==> config.mk <==
export PLATFORM = sky130hd
export DESIGN_NAME = sgcd_unit
export DESIGN_NICKNAME = d
export VERILOG_FILES = /design/src/rtl/sgcd_pkg.sv /design/src/rtl/sgcd_datapath.sv /design/src/rtl/sgcd_ctrl.sv /design/src/rtl/sgcd_unit.sv
export SDC_FILE = /design/constraint.sdc
export NUM_CORES = 1
export LEC_CHECK = 0
export CORE_UTILIZATION = 28
export CTS_CLUSTER_SIZE = 20
export DETAILED_ROUTE_END_ITERATION = 7
export PLACE_DENSITY_LB_ADDON = 0.15
export SYNTH_ARGS = -nofsm -noshare
export SYNTH_HDL_FRONTEND = slang
export SYNTH_SLANG_ARGS = --single-unit
==> constraint.sdc <==
create_clock -name clk -period 2.1 [get_ports clk]
set_input_delay 0.42 -clock clk [delete_from_list [all_inputs] [get_ports clk]]
set_output_delay 0.42 -clock clk [all_outputs]
set_load 0.02 [all_outputs]
==> src/rtl/sgcd_pkg.sv <==
package sgcd_pkg;

    typedef enum logic [2:0] {
        ST_IDLE,
        ST_ZCHK,
        ST_TEST_NE,
        ST_TEST_GT,
        ST_SUB_A,
        ST_SUB_B,
        ST_DONE
    } gcd_state_t;

    // source for the x register
    typedef enum logic [1:0] {
        XSEL_OPND,
        XSEL_DIFF,
        XSEL_OTHER
    } xsel_t;

    // source for the y register
    typedef enum logic {
        YSEL_OPND,
        YSEL_DIFF
    } ysel_t;

endpackage

==> src/rtl/sgcd_datapath.sv <==
module sgcd_datapath #(
    parameter int W = 16
) (
    input  logic                 clk,
    input  logic                 rst,
    input  logic [W-1:0]         opnd_a,
    input  logic [W-1:0]         opnd_b,
    input  logic                 ld_x,
    input  logic                 ld_y,
    input  sgcd_pkg::xsel_t      xsel,
    input  sgcd_pkg::ysel_t      ysel,
    output logic [W-1:0]         x_q,
    output logic [W-1:0]         y_q,
    output logic                 f_ne,
    output logic                 f_gt,
    output logic                 f_xzero,
    output logic                 f_yzero
);
    import sgcd_pkg::*;

    logic [W-1:0] diff_xy;
    logic [W-1:0] diff_yx;
    logic [W-1:0] x_d;
    logic [W-1:0] y_d;

    // one functional unit per operator
    assign diff_xy = x_q - y_q;
    assign diff_yx = y_q - x_q;

    assign f_ne    = (x_q != y_q);
    assign f_gt    = (x_q > y_q);
    assign f_xzero = (x_q == '0);
    assign f_yzero = (y_q == '0);

    always_comb begin
        unique case (xsel)
            XSEL_OPND:  x_d = opnd_a;
            XSEL_DIFF:  x_d = diff_xy;
            XSEL_OTHER: x_d = y_q;
            default:    x_d = x_q;
        endcase
    end

    always_comb begin
        unique case (ysel)
            YSEL_OPND: y_d = opnd_b;
            YSEL_DIFF: y_d = diff_yx;
            default:   y_d = y_q;
        endcase
    end

    always_ff @(posedge clk) begin
        if (rst) begin
            x_q <= '0;
            y_q <= '0;
        end else begin
            if (ld_x) x_q <= x_d;
            if (ld_y) y_q <= y_d;
        end
    end

endmodule

==> src/rtl/sgcd_ctrl.sv <==
module sgcd_ctrl (
    input  logic                    clk,
    input  logic                    rst,
    input  logic                    start,
    input  logic                    f_ne,
    input  logic                    f_gt,
    input  logic                    f_xzero,
    input  logic                    f_yzero,
    output logic                    ld_x,
    output logic                    ld_y,
    output sgcd_pkg::xsel_t         xsel,
    output sgcd_pkg::ysel_t         ysel,
    output logic                    fin,
    output sgcd_pkg::gcd_state_t    state
);
    import sgcd_pkg::*;

    gcd_state_t state_nx;

    always_ff @(posedge clk) begin
        if (rst) state <= ST_IDLE;
        else     state <= state_nx;
    end

    // transitions driven by datapath flags only
    always_comb begin
        state_nx = state;
        unique case (state)
            ST_IDLE, ST_DONE: if (start) state_nx = ST_ZCHK;
            ST_ZCHK:          state_nx = (f_xzero || f_yzero) ? ST_DONE : ST_TEST_NE;
            ST_TEST_NE:       state_nx = f_ne ? ST_TEST_GT : ST_DONE;
            ST_TEST_GT:       state_nx = f_gt ? ST_SUB_A : ST_SUB_B;
            ST_SUB_A,
            ST_SUB_B:         state_nx = ST_TEST_NE;
            default:          state_nx = ST_IDLE;
        endcase
    end

    // register-update actions issued per state
    always_comb begin
        ld_x = 1'b0;
        ld_y = 1'b0;
        xsel = XSEL_OPND;
        ysel = YSEL_OPND;
        fin  = (state == ST_DONE);
        unique case (state)
            ST_IDLE, ST_DONE: begin
                ld_x = start;
                ld_y = start;
            end
            ST_ZCHK: begin
                ld_x = f_xzero;
                xsel = XSEL_OTHER;
            end
            ST_SUB_A: begin
                ld_x = 1'b1;
                xsel = XSEL_DIFF;
            end
            ST_SUB_B: begin
                ld_y = 1'b1;
                ysel = YSEL_DIFF;
            end
            default: ;
        endcase
    end

endmodule

==> src/rtl/sgcd_unit.sv <==
module sgcd_unit #(
    parameter int W = 16
) (
    input  logic         clk,
    input  logic         rst,
    input  logic         start,
    input  logic [W-1:0] opnd_a,
    input  logic [W-1:0] opnd_b,
    output logic [W-1:0] result,
    output logic         done
);
    import sgcd_pkg::*;

    logic         ld_x, ld_y;
    xsel_t        xsel;
    ysel_t        ysel;
    logic [W-1:0] x_q, y_q;
    logic         f_ne, f_gt, f_xzero, f_yzero;
    gcd_state_t   state;

    sgcd_datapath #(.W(W)) u_dp (
        .clk     (clk),
        .rst     (rst),
        .opnd_a  (opnd_a),
        .opnd_b  (opnd_b),
        .ld_x    (ld_x),
        .ld_y    (ld_y),
        .xsel    (xsel),
        .ysel    (ysel),
        .x_q     (x_q),
        .y_q     (y_q),
        .f_ne    (f_ne),
        .f_gt    (f_gt),
        .f_xzero (f_xzero),
        .f_yzero (f_yzero)
    );

    sgcd_ctrl u_ctrl (
        .clk     (clk),
        .rst     (rst),
        .start   (start),
        .f_ne    (f_ne),
        .f_gt    (f_gt),
        .f_xzero (f_xzero),
        .f_yzero (f_yzero),
        .ld_x    (ld_x),
        .ld_y    (ld_y),
        .xsel    (xsel),
        .ysel    (ysel),
        .fin     (done),
        .state   (state)
    );

    assign result = x_q;

endmodule

# After elaboration in Yosys (flattened, before gate mapping)
# Index checks and enable logic that the tools add are counted.
[totals] register_bits=35 input_bits=35 output_inout_bits=17 wordCells=37
[op_classes] addsub=2 order_cmp=1 n_eq_ne=10 muxes=11 bitwise=1 n_reduce_logical=9
[op_table] operator="one-hot mux 16 bit (3 select lines)" count=1
[op_table] operator="zero test 16 bit" count=2
[op_table] operator="one-hot mux 16 bit (2 select lines)" count=1
[op_table] operator="subtractor 16 bit" count=2
[op_table] operator="greater-than comparator 16 bit" count=1
[op_table] operator="inequality test 16 bit" count=1
[op_table] operator="one-hot mux 3 bit (5 select lines)" count=1
[op_table] operator="== test 3 bit (second input constant)" count=3
[op_table] operator="two-way mux 3 bit" count=3
[op_table] operator="== test 3 x 2 -> 1 bit (second input constant)" count=2
[op_table] operator="one-hot mux 2 bit (2 select lines)" count=1
[op_table] operator="OR reduction 2 bit" count=2
[op_table] operator="== test 3 x 1 -> 1 bit (second input constant)" count=1
[op_table] operator="zero test 3 bit" count=1
[op_table] operator="one-hot mux 1 bit (3 select lines)" count=1
[op_table] operator="nonzero test 3 bit" count=1
[op_table] operator="== test 2 x 1 -> 1 bit (second input constant)" count=1
[op_table] operator="== test 2 bit (second input constant)" count=1
[op_table] operator="zero test 2 bit" count=1
[op_table] operator="two-way mux 1 bit" count=2
[op_table] operator="inequality test 2 bit (second input constant)" count=1
[op_table] operator="one-hot mux 1 bit (2 select lines)" count=1
[op_table] operator="AND reduction 2 bit" count=1
[op_table] operator="logical OR 1 bit" count=1
[op_table] operator="NOT 1 bit" count=1

# Logic depth before layout (Yosys ltp)
# Gate-level depths: netlist of run 1.
[depth] ltp_word=5 mapped_depth=10 depth_no_buf=10

# Cells and area by module
# Synthesis of run 1 repeated with hierarchy kept, for this count alone.
[unflattened] cells_unflattened=486 hier_area_um2=3574.7
[by_module_without_submodules] mod="sgcd_datapath" n_inst=1 cells_per_inst=454 area_each_um2=3321.9 seq_area_each_um2=640.6
[by_module_without_submodules] mod="sgcd_ctrl" n_inst=1 cells_per_inst=32 area_each_um2=252.7 seq_area_each_um2=60.1

# Worst setup path after synthesis of run 1
# Ideal clock, no wire load.
[synth_timing] kind="flip-flop to flip-flop" start="reg u_dp.x_q[12]" end="reg u_dp.x_q[13]" setup_time_ns=0.121 arrival_time_ns=2.147 required_ns=1.979 setup_slack_ns=-0.168 path_stages_with_launch=10 n_path_buf=1 synth_period_minus_slack_ns=2.268 cell_sequence="dfxtp_1 > inv_1 > ha_1 > clkbuf_1 > and3_1 > and2_0 > a221o_1 > or3_1 > a31oi_1 > a21oi_1"
[synth_between] elab_chain_len=3 elab_cells_between_ends=5 classes_between="add/sub: 1; mux: 2; reduce/logical: 2"
[synth_lines] item="start, declared" line_no="sgcd_datapath.sv:12" source="output logic [W-1:0] x_q,"
[synth_lines] item="start signal, assigned" line_no="sgcd_datapath.sv:54" source="x_q <= '0;"
[synth_lines] item="start signal, assigned" line_no="sgcd_datapath.sv:57" source="if (ld_x) x_q <= x_d;"
[synth_lines] item="branches (longest 3 deep; another with subtractor 16 bit)"
# Parallel ways; which one is timed is not known.
# A chain may end at the register's enable or synchronous reset.

# Worst setup path after layout of run 1
[layout_timing] start="reg u_dp.x_q[0]" end="reg u_dp.y_q[10]"
[layout_between] elab_chain_len=2
[layout_lines] item="subtractor 16 bit" line_no="sgcd_datapath.sv:28" source="assign diff_yx = y_q - x_q;"
[layout_lines] item="one-hot mux 16 bit (2 select lines)" line_no="sgcd_datapath.sv:45" source="unique case (ysel)"
[layout_lines] item="end signal, assigned" line_no="sgcd_datapath.sv:58" source="if (ld_y) y_q <= y_d;"
[layout_lines] item="end, declared" line_no="sgcd_datapath.sv:13" source="output logic [W-1:0] y_q,"
# No other way between the ends.

==> results of run 1 <==
==> Yosys cell counts (10+ instances only) <==
cell type	count	area, um^2
sky130_fd_sc_hd__inv_1	42	158
sky130_fd_sc_hd__ha_1	31	388
sky130_fd_sc_hd__nand3_1	11	55.1
sky130_fd_sc_hd__a21o_1	14	105
sky130_fd_sc_hd__nand2_1	43	161
sky130_fd_sc_hd__nor2_1	29	109
sky130_fd_sc_hd__a221oi_1	18	158
sky130_fd_sc_hd__o21ai_0	41	205
sky130_fd_sc_hd__dfxtp_1	35	701
sky130_fd_sc_hd__mux2i_1	10	100
sky130_fd_sc_hd__clkbuf_1	16	60.1
sky130_fd_sc_hd__a21oi_1	44	220
==> flip-flops by register name (all words and copies together) (netlist names) <==
| name | cells |
|---|---|
| u_ctrl.state | 3 |
| u_dp.x_q | 16 |
| u_dp.y_q | 16 |
==> cell families (layout without fill, tap and decap cells) <==
logic type | count (synthesis) | in the layout | share of synthesized area [%]
xor+xnor | 10 | 10 | 2.33
simple gates | 150 | 150 | 20.8
mux | 10 | 10 | 2.66
compound gates | 193 | 193 | 34.9
fa+ha+maj | 33 | 33 | 11.4
buf+inv | 79 | 240 | 9.28
flops | 35 | 35 | 18.6
==> tightest hold or removal path, delay by kind of cell, from the launching register on <==
| kind | cells | cell delay (ns) |
|---|---|---|
| AOI/OAI and AO/OA | 1 | 0.07 |
| buffers and inverters | 1 | 0.07 |
| DFF | 1 | 0.34 |
==> power by group through the flow <==
| stage | clock (W) | sequential, W | combinational (W) |
|---|---|---|---|
| 2_1_floorplan | 0 | 0.000888 | 0.00145 |
| 3_3_place_gp | 0 | 0.000834 | 0.00270 |
| 3_5_place_dp | 0 | 0.000835 | 0.00270 |
| 4_1_cts | 0.000804 | 0.000829 | 0.00289 |
| 5_1_grt | 0.000826 | 0.000854 | 0.00344 |
| 6_report | 0.000799 | 0.000847 | 0.00323 |
==> cell type report <==
cell class | count | share of cell area, %
clock buffers | 7 | 2.35
clock inverters | 1 | 0.0826
inverters | 43 | 2.79
multi-input cells | 396 | 52.6
flip-flops and latches | 35 | 12.5
well taps | 172 | 3.55
repair buffers | 189 | 26.2
==> routing by layer <==
metal	track usage (%)	vias up
li1	-	2229
met1	32.1	2192
met2	35.4	140
met3	2.18	10
met4	4.65	0
met5	0	-
==> worst paths after layout <==
kind / start / to / slack [ns] / depth (start not counted)
setup / recovery: u_dp.x_q[0] / u_dp.y_q[10] / -0.01 / 8
hold / removal: u_dp.x_q[11] / u_dp.x_q[11] / 0.53 / 2
setup reg to reg: u_dp.x_q[0] / u_dp.y_q[10] / -0.01 / 8
hold reg to reg: u_dp.x_q[11] / u_dp.x_q[11] / 0.53 / 2
==> metrics by stage <==
| step | util [%] | hold slack [ns] |
|---|---|---|
| floorplan | - | 0.504 |
| global placement | 41.5 | 0.529 |
| detailed placement | 41.5 | 0.534 |
| CTS | 44.1 | 0.568 |
| global route | 47.0 | 0.547 |
| finish | 47.0 | 0.532 |
==> repair_timing <==
item	CTS	global route
gates resized for setup	47	79
gates cloned	0	0
pin swaps	18	25
setup endpoints to repair	22	27
buffers inserted	0	9
==> results.json, run 1 <==
{
  "drt_first_pass_iters": 7,
  "period_share_pct": 101,
  "tns_ns": -0.0224,
  "slew_margin_rel_pct": 63.6,
  "ff_latch_area_um2": 754,
  "clkLatencyLatePin_ns": 0.30,
  "critical_path_rt_ns": 2.30,
  "count_of_flip_flops_with_a_built_in_enable_after_synthesis": 0,
  "ctsHoldBuffers": 0,
  "cts_root_buf": "sky130_fd_sc_hd__clkbuf_16",
  "numCtsBuffers": 5,
  "synth.cell_area_mm2": 0.00376,
  "ys.warnings.count": 0,
  "drc": 0,
  "most_common_cell_after_layout_fill_and_taps_aside": "sky130_fd_sc_hd__buf_4",
  "timing.clock.skew_ns": 0.0153,
  "violations_in_the_final_reports": "setup timing",
  "power-per-cell-area_mw_per_mm2": 804,
  "avgRoutedWirePerCell_um": 18.8,
  "layout.cells.most_common_list": "sky130_fd_sc_hd__buf_4, sky130_fd_sc_hd__clkdlybuf4s50_1, sky130_fd_sc_hd__nand2_1",
  "io-pin-count": 52,
  "synth_async_sr_flop_share_pct": 0,
  "timing.critical_path.slowest_stage_cell": "sky130_fd_sc_hd__or4_1",
  "synth_cell_types": 69,
  "rows": 41,
  "share_comb_of_total_power_pct": 66.2,
  "crit_path_max_delay_family": "simple AND/OR/NAND/NOR gates",
  "final_cells": 843,
  "core_area_mm2": 0.0129,
  "route.met2.wl_mm": 7.14,
  "crit_path_max_fanout": 4,
  "switching_power_of_the_nets_w": 0.00206,
  "max-vdd-ir-drop_mv": 0.338,
  "outcome": "complete, but fails checks",
  "drive_gt1_share_pct": 39.5,
  "timing.setup.critical_path_class": "register to register",
  "placement.io_buffers": 51,
  "ys_seq_elements": 35,
  "final_max_slew_viol_count": 0,
  "grt_antenna_before_repair": 0,
  "synth_nets": 578,
  "fin_nets": 738,
  "synthToLayoutAreaGrowth_pct": 61.0,
  "synth_cells": 510,
  "internal_power_w": 0.00282,
  "chipHeight_um": 118,
  "power_frac_clock_pct": 16.4,
  "clk_transition_reported_paths_ns": 0.07,
  "place.detailed.instances": 826,
  "grt_usage_pct": 22.2,
  "routed-via-count": 4571,
  "vias_in_the_first_global_route": 4344,
  "cts_tree": "done",
  "crit_buf_inv": 0,
  "die_width_um": 118,
  "met3RoutedLength_um": 765,
  "avgViaCountPerCell": 5.42,
  "min_path_type": "register to register",
  "fmaxAchievable_mhz": 473,
  "timing.max_cap.violations": 0,
  "setup_repair_after_global_routing_missed_its_margin": "yes",
  "worst-endpoint-arrival_ns": 2.31,
  "clock_sink_count": 35,
  "postSynthAreaPerCell_um2": 7.37,
  "placement.setup.worst_slack_ns": -0.205,
  "htreeDepth": 2,
  "dr.first_iter.drc_count": 419,
  "total_leakage_power_nw": 2.43,
  "fillerInstances": 1269,
  "die_area_mm2": 0.0139,
  "ant_nets": 0,
  "timing.critical_path.to_type": "register",
  "drt-total-wl_mm": 15.8,
  "synth_top_flop_cell": "sky130_fd_sc_hd__dfxtp_1",
  "synth-seq-area-share_pct": 18.6,
  "totalPowerFinal_w": 0.00487,
  "placedInstanceArea_mm2": 0.00534,
  "multi_input_area_mm2": 0.00319,
  "globalplace.congestion": 0.894,
  "sequentialPowerShare_pct": 17.4,
  "pin_count_of_the_biggest_net_entering_global_routing": 21,
  "least_setup_slack_across_all_paths_after_layout_ns": -0.0123,
  "inserted_diodes": 0,
  "m1WireLength_mm": 7.79,
  "critical_path_max_stage_delay_ns": 0.42,
  "highest-signal-layer": "met4",
  "overflow": 0,
  "grt_pass1_wl_mm": 24.2,
  "report.final.setup_viol": 2,
  "post-dp-hpwl_mm": 12.4,
  "stdcell_area_mm2": 0.00606,
  "timing_worst_slew_pin_value_ns": 0.540,
  "max_root_sink_buffers": 2,
  "p_sw_share_pct": 42.2,
  "hold_violations": 0,
  "worstSetupStartpointType": "register",
  "layout_min_cycle_time_ns": 2.11,
  "starting_density_of_the_core_pct": 29.2,
  "critical_path.cell_chain": "ha_4 > fa_2 > and4b_1 > o21ai_2 > a21oi_2 > nor2_2 > or4_1 > o211ai_1"
}
No activity file was read; power rests on OpenSTA's default activity.
==> run 2, diff against run 1 <==
CTS_CLUSTER_SIZE = unset   (was 20)
==> results of run 2 <==
Same layout as run 1: the final DEF is identical, and so are final timing and power.
==> run 3, diff against run 2 <==
SLEW_MARGIN = 10   (was unset)
SYNTH_HIERARCHICAL = 1   (was unset)
==> run 3 against run 2 <==
Core utilization is 2.5 points lower. Flip-flop and latch count did not move. The flow still finishes with violations (setup timing). Total power up 55%. Synthesized cell count down 4.7%. Design area decreased by 10%. Critical endpoint is now u_ctrl/state[0].
==> results.json, run 3 <==
{
  "outcome": "complete, but fails checks",
  "violations_in_the_final_reports": "setup timing",
  "htreeDepth": 2,
  "ys_top_cells_by_area": "sky130_fd_sc_hd__dfxtp_1, sky130_fd_sc_hd__ha_1, sky130_fd_sc_hd__a21oi_1",
  "crit_path_max_delay_family": "compound AO/OA/AOI/OAI gates",
  "synth-seq-area-share_pct": 19.6,
  "worst-endpoint-arrival_ns": 2.37,
  "synth_top_flop_cell": "sky130_fd_sc_hd__dfxtp_1",
  "routed-via-count": 4039,
  "critical_path_rt_ns": 2.32,
  "final_max_slew_viol_count": 0,
  "post-synth-top-count-cell": "sky130_fd_sc_hd__inv_1",
  "synth_cells": 486,
  "die_area_mm2": 0.0132,
  "ctsHoldBuffers": 0,
  "clk_transition_reported_paths_ns": 0.06,
  "ant_nets": 0,
  "hold_violations": 0,
  "share_comb_of_total_power_pct": 76.8,
  "cts_tree": "done",
  "timing_worst_slew_pin_value_ns": 0.555,
  "least_setup_slack_across_all_paths_after_layout_ns": -0.0543,
  "avgViaCountPerCell": 5.07,
  "synth.cell_area_mm2": 0.00357,
  "post-route-util_pct": 44.6,
  "highest-signal-layer": "met4",
  "fin_hold_ws_ns": 0.570,
  "report.final.setup_viol": 4,
  "layout_min_cycle_time_ns": 2.15,
  "grt_pass1_wl_mm": 21.5,
  "power_frac_clock_pct": 9.8,
  "total_leakage_power_nw": 2.30,
  "layout.cells.most_common_list": "sky130_fd_sc_hd__buf_4, sky130_fd_sc_hd__clkdlybuf4s50_1, sky130_fd_sc_hd__inv_1",
  "route.met2.wl_mm": 6.75,
  "drive_gt1_share_pct": 31.0,
  "count_of_flip_flops_with_a_built_in_enable_after_synthesis": 0,
  "chipHeight_um": 115,
  "most_common_cell_after_layout_fill_and_taps_aside": "sky130_fd_sc_hd__buf_4",
  "period_share_pct": 103,
  "max-vdd-ir-drop_mv": 0.483,
  "starting_density_of_the_core_pct": 29.3,
  "overflow": 0,
  "grt_antenna_before_repair": 0,
  "setup_repair_after_global_routing_missed_its_margin": "yes",
  "crit_buf_inv": 2,
  "netlist.top_cell.by_area": "sky130_fd_sc_hd__dfxtp_1",
  "postSynthAreaPerCell_um2": 7.36,
  "placement.io_buffers": 51,
  "avgRoutedWirePerCell_um": 17.4,
  "drt-total-wl_mm": 13.9,
  "timing.critical_path.slowest_stage_cell": "sky130_fd_sc_hd__dfxtp_4",
  "cts_root_buf": "sky130_fd_sc_hd__clkbuf_16",
  "critical_path.cell_chain": "inv_2 > ha_4 > inv_2 > fa_2 > a211oi_2 > o21bai_1 > a21oi_2 > o21ai_2 > a21oi_2 > a21oi_1 > o22a_1 > a221oi_2",
  "dr.first_iter.drc_count": 178,
  "globalplace.congestion": 0.920,
  "ys_seq_elements": 35,
  "post_synth_top_cells": "sky130_fd_sc_hd__inv_1, sky130_fd_sc_hd__nand2_1, sky130_fd_sc_hd__a21oi_1, sky130_fd_sc_hd__dfxtp_1, sky130_fd_sc_hd__ha_1",
  "timing.clock.skew_ns": 0.00339,
  "rows": 40,
  "synth_cell_types": 66,
  "timing.critical_path.to_type": "register",
  "pin_count_of_the_biggest_net_entering_global_routing": 37,
  "max_root_sink_buffers": 2,
  "drc": 0,
  "timing.max_cap.violations": 0,
  "synth_nets": 557,
  "met3RoutedLength_um": 442,
  "slew_margin_rel_pct": 62.6,
  "grt_usage_pct": 21.8,
  "inserted_diodes": 0,
  "internal_power_w": 0.00403,
  "yosysTopAreaCellShare_pct": 19.6,
  "io-pin-count": 52,
  "ys.warnings.count": 6,
  "switching_power_of_the_nets_w": 0.00351,
  "power-per-cell-area_mw_per_mm2": 1390,
  "reg_top3": "u_dp/x_q (16), u_dp/y_q (16), u_ctrl/state (3)",
  "post-dp-hpwl_mm": 10.9,
  "critical_path_max_stage_delay_ns": 0.35,
  "fmaxAchievable_mhz": 464,
  "clkLatencyLatePin_ns": 0.30,
  "die_width_um": 115,
  "fillerInstances": 1247,
  "drt_first_pass_iters": 4,
  "p_sw_share_pct": 46.6,
  "core_area_mm2": 0.0122,
  "sequentialPowerShare_pct": 13.4,
  "clock_sink_count": 35,
  "m1WireLength_mm": 6.25,
  "numCtsBuffers": 5,
  "vias_in_the_first_global_route": 4084,
  "placement.setup.worst_slack_ns": -0.188,
  "crit_path_max_fanout": 3,
  "timing.setup.critical_path_class": "register to register",
  "worstSetupStartpointType": "register",
  "synthToLayoutAreaGrowth_pct": 52.3,
  "fin_nets": 700,
  "min_path_type": "register to register",
  "synth_async_sr_flop_share_pct": 0
}
run 3: stage by stage:
| stage | power (W) | std cells | area (um^2) | TNS [ns] |
|---|---|---|---|---|
| final | 0.00754 | 797 | 5440 | -0.0806 |
| after global placement | 0.00624 | 786 | 5010 | -1.54 |
| after CTS | 0.00723 | 795 | 5270 | -0.289 |
| after floorplan | 0.00403 | 486 | 3600 | -0.139 |
| after detailed placement | 0.00624 | 786 | 5010 | -1.90 |
| after global routing | 0.00810 | 797 | 5440 | -1.20 |
run 3: kinds of logic after synthesis:
| logic type | Yosys count | synth area share (%) |
|---|---|---|
| AO/OA/AOI/OAI | 172 | 32.2 |
| AND/OR/NAND/NOR | 135 | 18.7 |
| buffers and inverters | 81 | 9.52 |
| adder cells (fa/ha/maj) | 37 | 13.3 |
| flip-flops | 35 | 19.6 |
| XOR/XNOR | 19 | 4.66 |
| multiplexers | 7 | 1.96 |
run 3: tightest hold or removal path, delay by kind of cell (launching register included):
kind | cells | cell delay [ns]
compound gates | 1 | 0.05
simple gates | 1 | 0.08
flops | 1 | 0.39
run 3: path summary, 6_finish.rpt:
path               startpoint               to  slack (ns)  cells past startpoint
setup / recovery  u_dp/x_q[0]  u_ctrl/state[0]       -0.05                     12
hold / removal    u_dp/x_q[1]      u_dp/x_q[1]        0.57                      2
setup reg to reg  u_dp/x_q[0]  u_ctrl/state[0]       -0.05                     12
hold reg to reg   u_dp/x_q[1]      u_dp/x_q[1]        0.57                      2
run 3: layout make-up:
| cell class | count | area (um^2) | share of cell area (%) |
|---|---|---|---|
| multi-input combinational | 370 | 2790 | 51.3 |
| timing repair buffer | 168 | 1410 | 25.9 |
| sequential | 35 | 717 | 13.2 |
| tap | 168 | 210 | 3.86 |
| inverter | 49 | 185 | 3.40 |
| clock buffer | 7 | 133 | 2.44 |
run 3: power groups by stage:
stage	Sequential (W)	Clock, W	Combinational [W]
5_1_grt	0.00104	0.000794	0.00626
4_1_cts	0.000996	0.000769	0.00547
3_3_place_gp	0.000991	0	0.00525
6_report	0.00101	0.000740	0.00579
2_1_floorplan	0.00110	0	0.00293
3_5_place_dp	0.000992	0	0.00524
run 3: metal layers:
layer  up-vias  global-route usage [%]
li1       2025                       -
met1      1908                    27.5
met2        80                    36.8
met3        26                    2.85
met4         0                    10.4
met5         -                       0
run 3: what timing repair did:
| action | in CTS | in global routing |
|---|---|---|
| endpoints found under the setup margin | 24 | 26 |
| setup buffers | 2 | 2 |
| pin swaps | 18 | 22 |
| resized for setup | 26 | 44 |
| cloned | 0 | 0 |
